File: src/rtl/timer_pkg.sv
package timer_pkg;
    localparam logic [2:0] ADR_T0_LO = 3'd0;
    localparam logic [2:0] ADR_T0_HI = 3'd1;
    localparam logic [2:0] ADR_T1_LO = 3'd2;
    localparam logic [2:0] ADR_T1_HI = 3'd3;
    localparam logic [2:0] ADR_CTRL  = 3'd4;
    localparam logic [2:0] ADR_IRQ   = 3'd5;
endpackage

File: src/rtl/tick_divider.sv
module tick_divider #(
    parameter int PSC_W = 7,
    parameter int NSRC  = 8
) (
    input  logic            clk,
    input  logic            rst_n,
    output logic [NSRC-1:0] tick_o
);
    logic [PSC_W-1:0] psc_d, psc_q;

    always_comb begin
        psc_d = psc_q + 1'b1;
    end

    always_ff @(posedge clk or negedge rst_n) begin
        if (!rst_n) psc_q <= '0;
        else        psc_q <= psc_d;
    end

    assign tick_o[0] = 1'b1;
    for (genvar i = 1; i < NSRC; i++) begin : g_tap
        if (i < PSC_W) begin : g_live
            assign tick_o[i] = &psc_q[i:0];
            // divided ticks are single-cycle pulses
            assert_tick_single_R2: assert property (@(posedge clk) disable iff (!rst_n)
                tick_o[i] |=> !tick_o[i]);
        end else begin : g_none
            assign tick_o[i] = 1'b0;
        end
    end
endmodule

File: src/rtl/edge_sync.sv
module edge_sync #(
    parameter int STAGES = 2
) (
    input  logic clk,
    input  logic rst_n,
    input  logic async_i,
    output logic rise_o
);
    logic [STAGES:0] sh_d, sh_q;

    always_comb begin
        sh_d = {sh_q[STAGES-1:0], async_i};
    end

    always_ff @(posedge clk or negedge rst_n) begin
        if (!rst_n) sh_q <= '0;
        else        sh_q <= sh_d;
    end

    assign rise_o = sh_q[STAGES-1] & ~sh_q[STAGES];

    assert_rise_single_R4: assert property (@(posedge clk) disable iff (!rst_n)
        rise_o |=> !rise_o);
endmodule

File: src/rtl/reload_chan.sv
module reload_chan #(
    parameter int BUS_W  = 8,
    parameter bit HAS_AR = 1'b0
) (
    input  logic             clk,
    input  logic             rst_n,
    input  logic             tick_i,
    input  logic             wr_lo_i,
    input  logic             wr_hi_i,
    input  logic             rd_hi_i,
    input  logic [BUS_W-1:0] wdata_i,
    input  logic             ar_en_i,
    input  logic             int_set_i,
    input  logic             int_clr_i,
    output logic [BUS_W-1:0] cnt_hi_o,
    output logic [BUS_W-1:0] snap_lo_o,
    output logic             uf_o,
    output logic             flag_o,
    output logic             en_o
);
    localparam int CNT_W = 2 * BUS_W;

    typedef struct packed {
        logic [CNT_W-1:0] cnt;
        logic [CNT_W-1:0] rld;
        logic [BUS_W-1:0] stage;
        logic [BUS_W-1:0] snap;
        logic             stop;
        logic             flag;
        logic             en;
    } chan_st_t;

    chan_st_t st_d, st_q;
    logic reload_on, uf;

    assign reload_on = !HAS_AR || ar_en_i;
    assign uf        = tick_i && (st_q.cnt == '0) && !st_q.stop && !wr_hi_i;

    always_comb begin
        st_d = st_q;
        if (wr_lo_i) st_d.stage = wdata_i;
        if (rd_hi_i) st_d.snap  = st_q.cnt[BUS_W-1:0];
        if (wr_hi_i) begin
            st_d.cnt  = {wdata_i, st_q.stage};
            st_d.rld  = {wdata_i, st_q.stage};
            st_d.stop = 1'b0;
        end else if (tick_i && !st_q.stop) begin
            if (st_q.cnt != '0)  st_d.cnt  = st_q.cnt - 1'b1;
            else if (reload_on)  st_d.cnt  = st_q.rld;
            else                 st_d.stop = 1'b1;
        end
        if (int_set_i)       st_d.en = 1'b1;
        else if (int_clr_i)  st_d.en = 1'b0;
        if (uf && st_q.en)   st_d.flag = 1'b1;
        else if (int_clr_i)  st_d.flag = 1'b0;
    end

    always_ff @(posedge clk or negedge rst_n) begin
        if (!rst_n) st_q <= '0;
        else        st_q <= st_d;
    end

    assign cnt_hi_o  = st_q.cnt[CNT_W-1:BUS_W];
    assign snap_lo_o = st_q.snap;
    assign uf_o      = uf;
    assign flag_o    = st_q.flag;
    assign en_o      = st_q.en;

    assert_decrement_R3: assert property (@(posedge clk) disable iff (!rst_n)
        (tick_i && !wr_hi_i && st_q.cnt != '0) |=> st_q.cnt == $past(st_q.cnt) - 1'b1);
    assert_reload_R3: assert property (@(posedge clk) disable iff (!rst_n)
        (uf && reload_on) |=> st_q.cnt == $past(st_q.rld));
    assert_hold_no_tick_R6: assert property (@(posedge clk) disable iff (!rst_n)
        (!tick_i && !wr_hi_i) |=> $stable(st_q.cnt));
    assert_snapshot_R5: assert property (@(posedge clk) disable iff (!rst_n)
        rd_hi_i |=> st_q.snap == $past(st_q.cnt[BUS_W-1:0]));
    assert_flag_needs_en_R8: assert property (@(posedge clk) disable iff (!rst_n)
        $rose(st_q.flag) |-> $past(st_q.en));
    assert_parked_R9: assert property (@(posedge clk) disable iff (!rst_n)
        (st_q.stop && !wr_hi_i) |=> (st_q.cnt == '0 && st_q.stop));
endmodule

File: src/rtl/cascade_reload_timer.sv
module cascade_reload_timer
    import timer_pkg::*;
#(
    parameter int BUS_W  = 8,
    parameter int ADDR_W = 3,
    parameter int PSC_W  = 7,
    parameter int SEL_W  = 3
) (
    input  logic              clk,
    input  logic              rst_n,
    input  logic              bus_wr,
    input  logic              bus_rd,
    input  logic [ADDR_W-1:0] bus_addr,
    input  logic [BUS_W-1:0]  bus_wdata,
    output logic [BUS_W-1:0]  bus_rdata,
    input  logic              ext_cnt,
    output logic [1:0]        irq
);
    localparam int NSRC = 1 << SEL_W;
    localparam logic [SEL_W-1:0] SRC_ALT = SEL_W'(NSRC - 1);

    typedef struct packed {
        logic             ar;
        logic [SEL_W-1:0] src1;
        logic [SEL_W-1:0] src0;
    } ctrl_t;

    ctrl_t ctrl_d, ctrl_q;
    logic [NSRC-1:0]  div_tick;
    logic             ext_rise;
    logic [1:0]       tick, uf, flag, en, wr_lo, wr_hi, rd_hi, i_set, i_clr;
    logic [BUS_W-1:0] cnt_hi [2];
    logic [BUS_W-1:0] snap_lo [2];
    logic             wr_ctrl, wr_cmd;

    assign wr_ctrl = bus_wr && (bus_addr == ADDR_W'(ADR_CTRL));
    assign wr_cmd  = bus_wr && (bus_addr == ADDR_W'(ADR_IRQ));

    always_comb begin
        ctrl_d = ctrl_q;
        if (wr_ctrl) begin
            ctrl_d.src0 = bus_wdata[SEL_W-1:0];
            ctrl_d.src1 = bus_wdata[2*SEL_W-1:SEL_W];
            ctrl_d.ar   = bus_wdata[BUS_W-1];
        end
    end

    always_ff @(posedge clk or negedge rst_n) begin
        if (!rst_n) ctrl_q <= '0;
        else        ctrl_q <= ctrl_d;
    end

    tick_divider #(.PSC_W(PSC_W), .NSRC(NSRC)) u_div (
        .clk(clk), .rst_n(rst_n), .tick_o(div_tick));

    edge_sync #(.STAGES(2)) u_sync (
        .clk(clk), .rst_n(rst_n), .async_i(ext_cnt), .rise_o(ext_rise));

    assign tick[0] = (ctrl_q.src0 == SRC_ALT) ? ext_rise : div_tick[ctrl_q.src0];
    assign tick[1] = (ctrl_q.src1 == SRC_ALT) ? uf[0]    : div_tick[ctrl_q.src1];

    for (genvar c = 0; c < 2; c++) begin : g_chan
        assign wr_lo[c] = bus_wr && (bus_addr == ADDR_W'(2 * c));
        assign wr_hi[c] = bus_wr && (bus_addr == ADDR_W'(2 * c + 1));
        assign rd_hi[c] = bus_rd && (bus_addr == ADDR_W'(2 * c + 1));
        assign i_set[c] = wr_cmd && bus_wdata[2 * c];
        assign i_clr[c] = wr_cmd && bus_wdata[2 * c + 1];

        reload_chan #(.BUS_W(BUS_W), .HAS_AR(c == 1)) u_chan (
            .clk(clk), .rst_n(rst_n), .tick_i(tick[c]),
            .wr_lo_i(wr_lo[c]), .wr_hi_i(wr_hi[c]), .rd_hi_i(rd_hi[c]),
            .wdata_i(bus_wdata), .ar_en_i(ctrl_q.ar),
            .int_set_i(i_set[c]), .int_clr_i(i_clr[c]),
            .cnt_hi_o(cnt_hi[c]), .snap_lo_o(snap_lo[c]), .uf_o(uf[c]),
            .flag_o(flag[c]), .en_o(en[c]));
    end

    always_comb begin
        bus_rdata = '0;
        case (bus_addr)
            ADDR_W'(ADR_T0_LO): bus_rdata = snap_lo[0];
            ADDR_W'(ADR_T0_HI): bus_rdata = cnt_hi[0];
            ADDR_W'(ADR_T1_LO): bus_rdata = snap_lo[1];
            ADDR_W'(ADR_T1_HI): bus_rdata = cnt_hi[1];
            ADDR_W'(ADR_CTRL):  bus_rdata = {ctrl_q.ar, 1'b0, ctrl_q.src1, ctrl_q.src0};
            ADDR_W'(ADR_IRQ):   bus_rdata = BUS_W'({en, 2'b00, flag});
            default:            bus_rdata = '0;
        endcase
    end

    assign irq = flag;

    assert_cascade_tick_R4: assert property (@(posedge clk) disable iff (!rst_n)
        (ctrl_q.src1 == SRC_ALT && !uf[0]) |-> !tick[1]);
endmodule

File: config.mk
export PLATFORM = sky130hd
export DESIGN_NAME = cascade_reload_timer
export DESIGN_NICKNAME = d
export VERILOG_FILES = /design/src/rtl/timer_pkg.sv /design/src/rtl/tick_divider.sv /design/src/rtl/edge_sync.sv /design/src/rtl/reload_chan.sv /design/src/rtl/cascade_reload_timer.sv
export SDC_FILE = /design/constraint.sdc
export NUM_CORES = 1
export LEC_CHECK = 0
export ABC_CLOCK_PERIOD_IN_PS = 3000
export BUFFER_PORTS_ARGS = -buffer_cell sky130_fd_sc_hd__buf_2
export CORE_MARGIN = 2
export CORE_UTILIZATION = 60
export CTS_CLUSTER_DIAMETER = 60
export DETAILED_ROUTE_END_ITERATION = 10
export HOLD_SLACK_MARGIN = 0.06
export PLACE_DENSITY = 0.78
export REMOVE_ABC_BUFFERS = 1
export SETUP_SLACK_MARGIN = 0.15
export SYNTH_ARGS = -nofsm -noshare
export SYNTH_HDL_FRONTEND = slang
export SYNTH_SLANG_ARGS = --single-unit
File: constraint.sdc
create_clock -name clk -period 3 [get_ports clk]
set_input_delay 0.6 -clock clk [delete_from_list [all_inputs] [get_ports clk]]
set_output_delay 0.6 -clock clk [all_outputs]
set_load 0.005 [all_outputs]
; After elaboration in Yosys (flattened, before gate mapping)
; Cells that the tools add are included.
[classes]
n_reduce_logical = 43
eq_ne = 9
n_lt_le_gt_ge = 2
muxes = 24
addsub = 3
bitwise_logic = 2
[ops]
columns = operator, n
row1 = two-way mux 16 bit, 7
row2 = one-hot mux 8 bit (6 select lines), 1
row3 = zero test 16 bit, 2
row4 = nonzero test 16 bit, 2
row5 = "subtractor 16 x 1 -> 16 bit, second input constant", 2
row6 = logical AND 1 bit, 20
row7 = two-way mux 1 bit, 14
row8 = "== test 3 bit, second input constant", 4
row9 = nonzero test 2 bit, 6
row10 = "< comparator 3 x 4 -> 1 bit, second input constant", 2
row11 = "adder 7 x 1 -> 7 bit, second input constant", 1
row12 = AND reduction 7 bit, 1
row13 = binary-select mux 1 bit (select 3 bit), 2
row14 = "== test 3 x 2 -> 1 bit, second input constant", 2
row15 = AND reduction 3 bit, 2
row16 = AND reduction 6 bit, 1
row17 = AND reduction 5 bit, 1
row18 = "inequality test 2 x 1 -> 1 bit, second input constant", 2
row19 = AND reduction 2 bit, 2
row20 = AND reduction 4 bit, 1
row21 = "== test 3 x 1 -> 1 bit, second input constant", 1
row22 = zero test 1 bit, 3
row23 = zero test 3 bit, 1
row24 = nonzero test 3 bit, 1
row25 = other kinds (2), 2
[word_totals]
wordCells = 101
out_inout_bits = 10
ff_bits = 118
inputBits = 16

; Logic depth before layout (Yosys ltp)
; Gate-level depths: netlist (run 1).
[depth]
ltp_word = 12
depth_mapped = 12
ltp_nobuf = 11

; Cells and area by module
; Synthesis (run 1) repeated with hierarchy kept, for this count alone.
[unflattened]
cells_unflattened = 621
hier_area_um2 = 6610.1
[by_module_without_submodules]
columns = mod, area_each_um2, n_inst, cells_each
row1 = reload_chan at g_chan[1].u_chan, 2728.9, 1, 261
row2 = reload_chan at g_chan[0].u_chan, 2592.5, 1, 245
row3 = cascade_reload_timer, 872.1, 1, 86
row4 = tick_divider, 327.8, 1, 25
row5 = edge_sync, 88.8, 1, 4

; Worst setup path after synthesis (run 1)
; No wires, ideal clock.
[synth_timing]
kind = flip-flop to flip-flop
from = register u_div.psc_q[0]
to = register g_chan[0].u_chan.st_q[35] (netlist name)
t_required_ps = 2868
path_buffers = 0
arrival_ps = 2320
stages_incl_launch_ff = 12
slack_ps = 548
setup_time_ps = 132
cell_sequence = dfrtp_1 > ha_1 > nand3_1 > inv_1 > ha_1 > inv_1 > a2111oi_0 > nor3_2 > nor2_2 > mux2_2 > a31oi_1 > o21ai_1
[synth_between]
elab_chain_cells = 5
elab_cells_between_ends = 10
[synth_rtl]
columns = item, line
row1 = "start, declared", tick_divider.sv:9  ; logic [PSC_W-1:0] psc_d, psc_q;
row2 = "start signal, assigned", tick_divider.sv:17  ; else psc_q <= psc_d;
row3 = "AND reduction 7 bit, or another cell as far along", tick_divider.sv:23  ; assign tick_o[i] = &psc_q[i:0];
row4 = binary-select mux 1 bit (select 3 bit) (*), cascade_reload_timer.sv:59  ; assign tick[0] = (ctrl_q.src0 == SRC_ALT) ? ext_rise : div_tick[ctrl_q.src0];
row5 = two-way mux 1 bit (implied by the code) (*), cascade_reload_timer.sv:59
row6 = two-way mux 1 bit (*), cascade_reload_timer.sv:59
row7 = nonzero test 2 bit (no line) (*), -
row8 = "end signal, assigned", reload_chan.sv:60  ; else st_q <= st_d;
row9 = "end, declared", reload_chan.sv:33  ; chan_st_t st_d, st_q;
; Every way passes the cells marked *; elsewhere a longest branch is shown, timed or not. The select of a mux whose other input is x is not followed.
; A chain may end at the register's enable or synchronous reset.

; Worst setup path after layout (run 1)
[layout_timing]
from = register u_div.psc_q[0]
to = register g_chan[1].u_chan.st_q (netlist bit g_chan[1].u_chan.cnt_hi_o[2])
[layout_between]
elab_chain_cells = 10
elab_cells_between_ends = 17
[layout_rtl]
columns = item, line
row1 = "AND reduction 7 bit, or another cell as far along", tick_divider.sv:23
row2 = binary-select mux 1 bit (select 3 bit), cascade_reload_timer.sv:59
row3 = two-way mux 1 bit (implied by the code), cascade_reload_timer.sv:59
row4 = two-way mux 1 bit, cascade_reload_timer.sv:59
row5 = logical AND 1 bit (2 in a row), reload_chan.sv:37  ; assign uf = tick_i && (st_q.cnt == '0) && !st_q.stop && !wr_hi_i;
row6 = two-way mux 1 bit (*), cascade_reload_timer.sv:60  ; assign tick[1] = (ctrl_q.src1 == SRC_ALT) ? uf[0] : div_tick[ctrl_q.src1];
row7 = logical AND 1 bit (*), reload_chan.sv:47  ; end else if (tick_i && !st_q.stop) begin
row8 = nonzero test 2 bit (no line) (*), -
row9 = AND reduction 2 bit (no line) (*), -
row10 = "end signal, assigned", reload_chan.sv:60
row11 = "end, declared", reload_chan.sv:33
; Marked as above.

==> results of run 1 <==
path summary, 6_finish.rpt:
| kind | startpoint | to | slack [ps] | depth (start not counted) |
|---|---|---|---|---|
| setup / recovery | u_div.psc_q[0]$_DFF_PN0_ | g_chan[1].u_chan.cnt_hi_o[2]$_DFFE_PN0P_ | 300 | 11 |
| hold / removal | ext_cnt | u_sync.sh_q[0]$_DFF_PN0_ | 170 | 1 |
| setup reg to reg | u_div.psc_q[0]$_DFF_PN0_ | g_chan[1].u_chan.cnt_hi_o[2]$_DFFE_PN0P_ | 300 | 11 |
| hold reg to reg | u_sync.sh_q[0]$_DFF_PN0_ | u_sync.sh_q[1]$_DFF_PN0_ | 350 | 0 |
| max in group asynchronous | rst_n | g_chan[0].u_chan.st_q[41]$_DFFE_PN0P_ | 1710 | 3 |
| min in group asynchronous | rst_n | u_div.psc_q[2]$_DFF_PN0_ | 530 | 2 |
power by group through the flow:
| stage | clock network (W) | registers [W] | logic [W] |
|---|---|---|---|
| after detailed placement | 0 | 0.00262 | 0.00158 |
| after global placement | 0 | 0.00260 | 0.00152 |
| final | 0.00194 | 0.00263 | 0.00163 |
| after global routing | 0.00204 | 0.00268 | 0.00182 |
| after CTS | 0.00197 | 0.00260 | 0.00160 |
| after floorplan | 0 | 0.00241 | 0.00122 |
routing by layer:
layer | vias to the layer above | global-route usage | wire (um)
met5 | - | 0 | 0
met1 | 2458 | 0.426 | 6660
li1 | 2296 | - | -
met2 | 220 | 0.461 | 7350
met3 | 39 | 0.0692 | 1280
met4 | 0 | 0.160 | 583
sequential cells by signal (all words and copies together), names as in the netlist:
name                     flops
u_sync.sh_q                  3
u_div.psc_q                  7
g_chan.u_chan.flag_o         2
g_chan.u_chan.cnt_hi_o      16
g_chan.u_chan.en_o           2
g_chan.u_chan.snap_lo_o     16
g_chan.u_chan.st_q          65
ctrl_q                       7
cells in the final DEF (no fill, tap or decap), drive strengths merged, types with 4 or more instances in the layout:
| cell type | n |
|---|---|
| mux2 | 41 |
| nor2 | 27 |
| xor2 | 8 |
| inv | 14 |
| clkinv | 5 |
| buf | 41 |
| xnor2 | 10 |
| o21ai | 61 |
| nor4 | 9 |
| mux4 | 4 |
| and2 | 5 |
| a31oi | 6 |
| nand2 | 163 |
| ha | 8 |
| nor3 | 15 |
| nand3 | 16 |
| clkbuf | 23 |
| nand2b | 4 |
| mux2i | 18 |
| dfrtp | 118 |
| a21oi | 17 |
| a211o | 7 |
| or2 | 4 |
cell type report:
type	instances	area, sq um	area share
Clock buffer	23	467	0.0666
Sequential cell	118	2950	0.421
Multi-Input combinational cell	474	3000	0.427
Inverter	14	52.6	0.00750
Clock inverter	9	100	0.0143
Timing Repair Buffer	42	274	0.0391
Tap cell	133	166	0.0237
logic make-up (layout without fill, tap and decap cells):
group           after synthesis  in the layout  share of synthesized area
compound gates              123            123                      0.127
flops                       118            118                      0.484
buf+inv                      42             88                     0.0301
mux                          63             63                      0.121
fa+ha+maj                     8              8                     0.0164
simple gates                262            262                      0.196
xor+xnor                     18             18                     0.0258
repair_timing:
| action | CTS | global route |
|---|---|---|
| setup buffers | 0 | 1 |
| gates resized for setup | 1 | 4 |
| hold endpoints to repair | 24 | 0 |
| pin swaps | 0 | 2 |
| endpoints found under the setup margin | 23 | 24 |
| hold buffers | 1 | 0 |
through the flow:
stage          total power (W)  cells
2_1_floorplan          0.00362    606
3_3_place_gp           0.00412    779
3_5_place_dp           0.00421    779
4_1_cts                0.00617    812
5_1_grt                0.00654    813
6_report               0.00621    813
==> flow_metrics.py, run 1 <==
metrics = {
    "detailed_routing": {
        "routed_wirelength_um": 15900,
        "route.detailed.drc": 0,
        "avgRoutedWirePerCell_um": 19.5,
        "detailedRoute.firstIterationViolations": 582,
        "postRouteAntennaNets": 0,
        "drt_first_pass_iters": 5,
        "vias_after_detailed_routing": 5013,
        "post_drt_via_cell_ratio": 6.17,
    },
    "logic_synthesis": {
        "synthesis.yosys.warnings": 0,
        "syn-cell-area_sq_um": 6100,
        "synth_cell_types": 64,
        "synth_top_cell_by_area": "dfrtp_1",
        "synth.most_common_cell": "nand2_1",
        "async_reset_ff_frac": 1.00,
        "synth_top_cells_by_count": "nand2_1, dfrtp_1, o21ai_0",
        "synth_area_per_cell_sq_um": 9.63,
        "synth_enable_flop_cells": 0,
        "ys.flop_type": "dfrtp_1",
        "cell_types_occupying_the_most_area_after_synthesis": "dfrtp_1, nand2_1, mux2_2",
        "yosys.area.top_type_share": 0.484,
        "part_of_the_yosys_area_used_for_sequential_elements": 0.484,
        "synthCells": 634,
        "synth.ff_latch_count": 118,
    },
    "floorplanning": {
        "dieHeight_um": 105,
        "fp-row-count": 36,
        "io_pins": 26,
        "initial_core_util": 0.622,
        "die-area_sq_um": 11000,
        "floorplan.die.width_um": 105,
        "core_sq_um": 9820,
    },
    "critical_path": {
        "timing.critical_path.fanout_max": 6,
        "crit_path_cell_trace": "ha_1, nand3_2, inv_1, ha_1, inv_1, a2111oi_2, nor3_2, o21ai_4, nand3_4, or3_1, nand3_1",
        "timing_worst_setup_path_type": "reg -> reg",
        "arrival_ps": 3170,
        "worstSetupEndpointType": "flop",
        "crit_path_max_incr_delay_ps": 410,
        "crit_path_top_delay_cell": "a2111oi_2",
        "timing.critical_path.required_ps": 3470,
        "critical_path_buf_inv_count": 2,
        "critical_path.startpoint_type": "flop",
        "worst_path_dominant_cell_family": "simple AND/OR/NAND/NOR gates",
    },
    "sta": {
        "worstMarginPinSlew_ps": 788,
        "final_max_slew_viol_count": 0,
        "layout_min_cycle_time_ps": 2700,
        "clock.fmax_ghz": 0.371,
        "setup_slack_ps": 301,
        "layout_worst_path_cycle_share": 0.900,
        "fin_worst_hold_slack_ps": 173,
        "finalHoldViolCount": 0,
        "worst_clock_skew_ps": 9.41,
        "report.final.setup_viol": 0,
        "max_slew_margin": 0.474,
        "fin_tns_setup_ps": 0,
        "grt_setup_unrepaired": "false",
    },
    "grt": {
        "grt_pass1_wl_um": 26000,
        "grt_pass1_vias": 4943,
        "overflow_left_after_global_routing": 0,
        "antenna_found_initial": 0,
        "maximum_number_of_pins_on_one_net_before_global_route_repair": 61,
        "globalRouteTotalUtil": 0.310,
    },
    "placement": {
        "port_buffers": 25,
        "place_hpwl_um": 10600,
        "routability_driven_placement_congestion_ratio": 0.926,
        "dpl-instance-area_sq_um": 6400,
        "dpl_worst_slack_ps": 236,
    },
    "cells_and_area": {
        "fin_nets": 691,
        "stdcell_area_sq_um": 7010,
        "fillers": 726,
        "flow.area_growth_from_synthesis_pct": 14.8,
        "fraction_of_final_layout_cells_with_drive_strength_greater_than_1": 0.197,
        "finish.utilization": 0.714,
        "n_antenna_cell": 0,
    },
    "clock_network": {
        "clkSlewWorstSetupHoldPaths_ps": 50,
        "cts_buffer_depth": 2,
        "cts_tree": "done",
        "tritoncts.num_buffers": 17,
        "root_buffer": "clkbuf_8",
        "clock_latency_ps": 540,
        "cts_htree_levels": 4,
        "cts.sink_count": 118,
    },
    "status": {
        "run_status": "finished, final reports clean",
    },
    "power_and_ir_drop": {
        "cell_area_power_density_nw_per_um2": 886,
        "vdd.ir_drop.worst_mv": 0.537,
        "clkPwrFrac": 0.313,
        "power.switching_fraction": 0.341,
        "internal_power_summed_over_all_cells_w": 0.00409,
        "share_comb_of_total_power": 0.263,
        "p_leak_nw": 3.24,
        "switching_power_w": 0.00212,
        "share_seq_of_total_power": 0.424,
    },
    "run": {
        "cap_violations": 0,
    },
    "worst_hold_path": {
        "hp-class": "in -> reg",
    },
}
Note: power is estimated with default switching activity, not from simulation.
==> run 2: changes to the inputs <==
--- a/config.mk
+++ b/config.mk
@@ -13,8 +13,10 @@
 export DETAILED_ROUTE_END_ITERATION = 10
 export HOLD_SLACK_MARGIN = 0.06
 export PLACE_DENSITY = 0.78
+export RECOVER_POWER = 100
 export REMOVE_ABC_BUFFERS = 1
 export SETUP_SLACK_MARGIN = 0.15
+export SLEW_MARGIN = 25
 export SYNTH_ARGS = -nofsm -noshare
 export SYNTH_HDL_FRONTEND = slang
 export SYNTH_SLANG_ARGS = --single-unit
==> run 2 against run 1 <==
Effect of this change:
- design area shrank 0.75%
- sequential power hardly changed
- highest routed layer unchanged
- utilization down 0.54 points
- critical path type unchanged
- critical endpoint unchanged
==> flow_metrics.py, run 2 (synthesis gave the netlist of run 1 again) <==
metrics = {
    "status": {
        "run_status": "finished, final reports clean",
    },
    "floorplanning": {
        "core_sq_um": 9820,
        "dieHeight_um": 105,
        "die-area_sq_um": 11000,
        "io_pins": 26,
        "fp-row-count": 36,
        "initial_core_util": 0.622,
        "floorplan.die.width_um": 105,
    },
    "grt": {
        "grt_pass1_wl_um": 26000,
        "overflow_left_after_global_routing": 0,
        "maximum_number_of_pins_on_one_net_before_global_route_repair": 61,
        "antenna_found_initial": 0,
        "globalRouteTotalUtil": 0.310,
        "grt_pass1_vias": 4943,
    },
    "power_and_ir_drop": {
        "p_leak_nw": 3.18,
        "switching_power_w": 0.00212,
        "clkPwrFrac": 0.313,
        "share_seq_of_total_power": 0.425,
        "cell_area_power_density_nw_per_um2": 891,
        "share_comb_of_total_power": 0.261,
        "finalPower_w": 0.00620,
        "power.switching_fraction": 0.342,
        "internal_power_summed_over_all_cells_w": 0.00408,
        "vdd.ir_drop.worst_mv": 0.534,
    },
    "clock_network": {
        "root_buffer": "clkbuf_8",
        "clock_latency_ps": 540,
        "tritoncts.num_buffers": 17,
        "clkSlewWorstSetupHoldPaths_ps": 50,
        "cts.sink_count": 118,
        "cts_htree_levels": 4,
        "cts_buffer_depth": 2,
        "cts_tree": "done",
    },
    "detailed_routing": {
        "postRouteAntennaNets": 0,
        "avgRoutedWirePerCell_um": 19.5,
        "route.detailed.drc": 0,
        "post_drt_via_cell_ratio": 6.18,
        "detailedRoute.firstIterationViolations": 603,
        "vias_after_detailed_routing": 5026,
        "drt_first_pass_iters": 5,
        "routed_wirelength_um": 15800,
    },
    "cells_and_area": {
        "max_ffs_per_register": 65,
        "fraction_of_final_layout_cells_with_drive_strength_greater_than_1": 0.168,
        "final_common_cell": "nand2_1",
        "max_flop_register": "g_chan.u_chan.st_q",
        "flow.area_growth_from_synthesis_pct": 13.9,
        "fin_nets": 691,
        "n_antenna_cell": 0,
        "mostFrequentLayoutCells": "nand2_1, dfrtp_1, o21ai_0, mux2_2, nor2_1",
    },
    "placement": {
        "place_hpwl_um": 10600,
        "routability_driven_placement_congestion_ratio": 0.926,
        "port_buffers": 25,
    },
    "sta": {
        "worstMarginPinSlew_ps": 1410,
        "layout_min_cycle_time_ps": 2780,
        "report.final.setup_viol": 0,
        "worst_clock_skew_ps": 8.09,
        "max_slew_margin": 0.0573,
        "fin_tns_setup_ps": 0,
        "clock.fmax_ghz": 0.360,
        "finalHoldViolCount": 0,
        "final_max_slew_viol_count": 0,
        "grt_setup_unrepaired": "false",
        "layout_worst_path_cycle_share": 0.925,
    },
    "critical_path": {
        "crit_path_max_incr_delay_ps": 400,
        "timing.critical_path.fanout_max": 6,
        "worstSetupEndpointType": "flop",
        "timing_worst_setup_path_type": "reg -> reg",
        "crit_path_top_delay_cell": "a2111oi_2",
        "timing.critical_path.required_ps": 3470,
        "arrival_ps": 3240,
        "crit_path_cell_trace": "ha_1, nand3_1, inv_1, ha_1, inv_1, a2111oi_2, nor3_2, o21ai_4, nand3_4, or3_1, nand3_1",
        "critical_path.startpoint_type": "flop",
    },
    "worst_hold_path": {
        "hp-class": "in -> reg",
    },
    "run": {
        "cap_violations": 0,
    },
}
-- run 2: what timing repair did --
item	4_1_cts	5_1_grt
gates resized for setup	1	4
endpoints found under the hold margin	24	0
setup buffers	0	1
setup endpoints to repair	23	24
hold buffers	1	0
pin swaps	0	2
-- run 2: final cells by class --
class,count,area (sq um)
sequential,118,2950
multi-input combinational,474,2980
timing repair buffer,42,234
clock inverter,9,100
tap,133,166
inverter,14,52.6
clock buffer,23,467
fill,747,2860
-- run 2: stage by stage --
stage | setup slack (ps) | utilization | hold WS (ps) | cell area, sq um | cells
2_1_floorplan | 85.8 | - | 304 | 5970 | 606
3_3_place_gp | 445 | 0.652 | 339 | 6400 | 779
3_5_place_dp | 236 | 0.652 | 340 | 6400 | 779
4_1_cts | 152 | 0.711 | 148 | 6980 | 812
5_1_grt | 104 | 0.708 | 153 | 6960 | 813
6_report | 224 | 0.708 | 171 | 6960 | 813
-- run 2: worst paths after layout --
kind | start | to | slack (ps) | cells past startpoint
max | u_div.psc_q[0]$_DFF_PN0_ | g_chan[1].u_chan.cnt_hi_o[2]$_DFFE_PN0P_ | 220 | 11
max in group asynchronous | rst_n | g_chan[0].u_chan.st_q[17]$_DFFE_PN0P_ | 900 | 3
min in group asynchronous | rst_n | ctrl_q[1]$_DFFE_PN0P_ | 940 | 2
min | ext_cnt | u_sync.sh_q[0]$_DFF_PN0_ | 170 | 1
min reg2reg | u_sync.sh_q[0]$_DFF_PN0_ | u_sync.sh_q[1]$_DFF_PN0_ | 350 | 0
max reg2reg | u_div.psc_q[0]$_DFF_PN0_ | g_chan[1].u_chan.cnt_hi_o[2]$_DFFE_PN0P_ | 220 | 11
-- run 2: critical path, delay by kind of cell (launching register included) --
kind	cells	cell delay (ps)
adders and majority gates	2	400
DFF	1	390
buffers and inverters	2	250
and+or+nand+nor	5	970
AOI/OAI and AO/OA	2	690
-- run 2: power groups by stage --
stage | clock (W) | combinational [W] | sequential (W)
after global routing | 0.00204 | 0.00181 | 0.00268
after detailed placement | 0 | 0.00158 | 0.00262
after CTS | 0.00197 | 0.00160 | 0.00260
final | 0.00194 | 0.00162 | 0.00264
after floorplan | 0 | 0.00122 | 0.00241
after global placement | 0 | 0.00152 | 0.00260
-- run 2: layer usage --
metal | global-route usage | vias to the layer above | share of wire
met5 | 0 | - | 0
met4 | 0.160 | 0 | 0.038
met3 | 0.0692 | 39 | 0.085
met2 | 0.461 | 258 | 0.46
met1 | 0.426 | 2431 | 0.42
li1 | - | 2298 | -
==> run 3: changes to the inputs <==
--- a/config.mk
+++ b/config.mk
@@ -5,6 +5,7 @@
 export SDC_FILE = /design/constraint.sdc
 export NUM_CORES = 1
 export LEC_CHECK = 0
+export ABC_AREA = 1
 export ABC_CLOCK_PERIOD_IN_PS = 3000
 export BUFFER_PORTS_ARGS = -buffer_cell sky130_fd_sc_hd__buf_2
 export CORE_MARGIN = 2
==> run 3 against run 2 <==
Effect of this change:
- utilization down 0.40 points
- final cell count up 14%
- first-iteration DRC count down 20%
- die area down 0.63%
- largest cell class is now registers
- highest routed layer unchanged
==> flow_metrics.py, run 3 <==
metrics = {
    "logic_synthesis": {
        "syn-cell-area_sq_um": 6060,
        "ys.flop_type": "dfrtp_1",
        "synthesis.yosys.warnings": 0,
        "synth_cell_types": 45,
        "synth_top_cells_by_count": "nand2_1, dfrtp_1, inv_1",
        "synth_enable_flop_cells": 0,
        "synth.most_common_cell": "nand2_1",
        "synth_top_cell_by_area": "dfrtp_1",
        "cell_types_occupying_the_most_area_after_synthesis": "dfrtp_1, nand2_1, o21ai_0",
        "synth_area_per_cell_sq_um": 8.08,
        "synth.ff_latch_count": 118,
        "synthCells": 751,
        "async_reset_ff_frac": 1.00,
        "part_of_the_yosys_area_used_for_sequential_elements": 0.487,
        "yosys.area.top_type_share": 0.487,
    },
    "grt": {
        "grt_busiest_layer": "met2",
        "overflow_left_after_global_routing": 0,
        "met1_usage": 0.417,
        "grt_pass1_vias": 5325,
        "grt_util_met3": 0.0767,
        "global_route.usage.met2": 0.518,
        "globalRouteTotalUtil": 0.320,
        "grt_pass1_wl_um": 26900,
        "maximum_number_of_pins_on_one_net_before_global_route_repair": 42,
        "antenna_found_initial": 0,
    },
    "critical_path": {
        "timing.critical_path.fanout_max": 9,
        "crit_path_top_delay_cell": "nor3_2",
        "timing.critical_path.required_ps": 2400,
        "worstSetupEndpointType": "primary output",
        "timing_worst_setup_path_type": "in -> out",
        "crit_path_max_incr_delay_ps": 610,
        "crit_path_cell_trace": "buf_2, nor3_2, a22oi_1, o21a_1, nand4_1, clkbuf_2",
        "critical_path.startpoint_type": "input pin",
        "arrival_ps": 2000,
    },
    "clock_network": {
        "cts_htree_levels": 4,
        "count_of_instances_resized_after_the_clock_tree_is_built": 0,
        "root_buffer": "clkbuf_8",
        "cts.repair_timing.setup_buffer_count": 0,
        "cts_buffer_depth": 2,
        "cts_tree": "done",
        "cts.sink_count": 118,
        "clkSlewWorstSetupHoldPaths_ps": 50,
        "tritoncts.num_buffers": 17,
        "clock_latency_ps": 540,
    },
    "sta": {
        "setup_slack_ps": 399,
        "grt_setup_unrepaired": "false",
        "fin_tns_setup_ps": 0,
        "layout_worst_path_cycle_share": 0.867,
        "report.final.setup_viol": 0,
        "worstMarginPinSlew_ps": 1120,
        "final_max_slew_viol_count": 0,
        "layout_min_cycle_time_ps": 2600,
        "finalHoldViolCount": 0,
        "worst_clock_skew_ps": 8.09,
        "fin_worst_hold_slack_ps": 174,
        "clock.fmax_ghz": 0.384,
        "max_slew_margin": 0.256,
    },
    "detailed_routing": {
        "vias_after_detailed_routing": 5403,
        "postRouteAntennaNets": 0,
        "route.detailed.drc": 0,
        "detailedRoute.firstIterationViolations": 481,
        "drt_first_pass_iters": 5,
        "routed_wirelength_um": 16400,
        "post_drt_via_cell_ratio": 5.83,
        "avgRoutedWirePerCell_um": 17.7,
    },
    "cells_and_area": {
        "flow.area_growth_from_synthesis_pct": 13.5,
        "final_cell_count_no_fill": 927,
        "fin_nets": 808,
        "max_flop_register": "g_chan.u_chan.st_q",
        "n_antenna_cell": 0,
        "max_ffs_per_register": 65,
        "mostFrequentLayoutCells": "nand2_1, dfrtp_1, inv_1, o21ai_0, nor2_1",
        "final_common_cell": "nand2_1",
        "finish.utilization": 0.704,
        "fraction_of_final_layout_cells_with_drive_strength_greater_than_1": 0.0907,
    },
    "floorplanning": {
        "dieHeight_um": 105,
        "io_pins": 26,
        "floorplan.die.width_um": 105,
        "initial_core_util": 0.620,
        "fp-row-count": 36,
        "die-area_sq_um": 10900,
        "core_sq_um": 9770,
    },
    "power_and_ir_drop": {
        "cell_area_power_density_nw_per_um2": 940,
        "vdd.ir_drop.worst_mv": 0.570,
        "p_leak_nw": 3.43,
    },
    "worst_hold_path": {
        "hp-class": "in -> reg",
    },
    "placement": {
        "placed_cells_incl_taps": 897,
        "dpl_worst_slack_ps": 486,
        "routability_driven_placement_congestion_ratio": 0.935,
        "place_hpwl_um": 11500,
        "port_buffers": 25,
    },
    "status": {
        "run_status": "finished, final reports clean",
    },
    "run": {
        "cap_violations": 0,
    },
}
## run 3: cell types whose count changed after synthesis, moves of 5 or more
cell / before / now
nor2_1: 26 / 47
o221ai_1: 0 / 6
nand3_1: 15 / 44
o21ai_0: 55 / 65
inv_1: 14 / 70
xnor2_1: 10 / 2
o211ai_1: 3 / 28
a211o_1: 7 / 0
clkbuf_1: 14 / 9
nor4_1: 8 / 2
nand2_1: 162 / 247
mux2i_1: 18 / 0
xor2_1: 8 / 13
mux2_2: 41 / 0
## run 3: through the flow
stage / total power, W / cell area, sq um
detailed placement: 0.00435 / 6330
finish: 0.00647 / 6880
global route: 0.00686 / 6880
floorplan: 0.00375 / 5950
CTS: 0.00645 / 6940
global placement: 0.00428 / 6330
## run 3: power breakdown
| part | internal, W | leakage, nW | switching, W |
|---|---|---|---|
| clock network | 0.00137 | 0.291 | 0.000708 |
| logic | 0.000708 | 1.64 | 0.00125 |
| registers | 0.00204 | 1.50 | 0.000395 |
| total | 0.00412 | 3.43 | 0.00236 |
## run 3: final timing paths
path	from	to	slack, ps	cells past startpoint
worst min-delay path	ext_cnt	u_sync.sh_q[0]$_DFF_PN0_	170	1
worst min register to register	u_sync.sh_q[0]$_DFF_PN0_	u_sync.sh_q[1]$_DFF_PN0_	350	0
worst max-delay path	bus_addr[2]	bus_rdata[1]	400	6
max in group asynchronous	rst_n	ctrl_q[4]$_DFFE_PN0P_	670	3
worst max register to register	u_div.psc_q[0]$_DFF_PN0_	g_chan[0].u_chan.cnt_hi_o[7]$_DFFE_PN0P_	600	12
min in group asynchronous	rst_n	g_chan[0].u_chan.st_q[37]$_DFFE_PN0P_	770	2
## run 3: layout make-up
| type | count | area [sq um] |
|---|---|---|
| Sequential cell | 118 | 2950 |
| Fill cell | 798 | 2890 |
| Multi-Input combinational cell | 537 | 2710 |
| Clock buffer | 19 | 442 |
| Inverter | 75 | 282 |
| Timing Repair Buffer | 35 | 179 |
| Tap cell | 133 | 166 |
| Clock inverter | 10 | 155 |
## run 3: layer usage
| metal | vias to the layer above | part of all wire |
|---|---|---|
| li1 | 2537 | - |
| met1 | 2599 | 0.42 |
| met5 | - | 0 |
| met3 | 33 | 0.074 |
| met2 | 234 | 0.48 |
| met4 | 0 | 0.025 |
## run 3: cells by family (layout without fill, tap and decap cells)
group / Yosys count / count (layout) / synth area share
adder cells (fa/ha/maj): 8 / 8 / 0.0165
AO/OA/AOI/OAI: 139 / 139 / 0.140
buffers and inverters: 96 / 139 / 0.0650
XOR/XNOR: 15 / 15 / 0.0217
flip-flops: 118 / 118 / 0.487
AND/OR/NAND/NOR: 375 / 375 / 0.270
## run 3: what timing repair did
action | CTS | global route
hold buffers | 1 | 0
hold endpoints to repair | 27 | 0
setup endpoints to repair | 0 | 0
## run 3: worst max-delay path, delay by kind of cell
kind            cells  cell delay [ps]
buf+inv             2              270
compound gates      2              410
simple gates        2              710
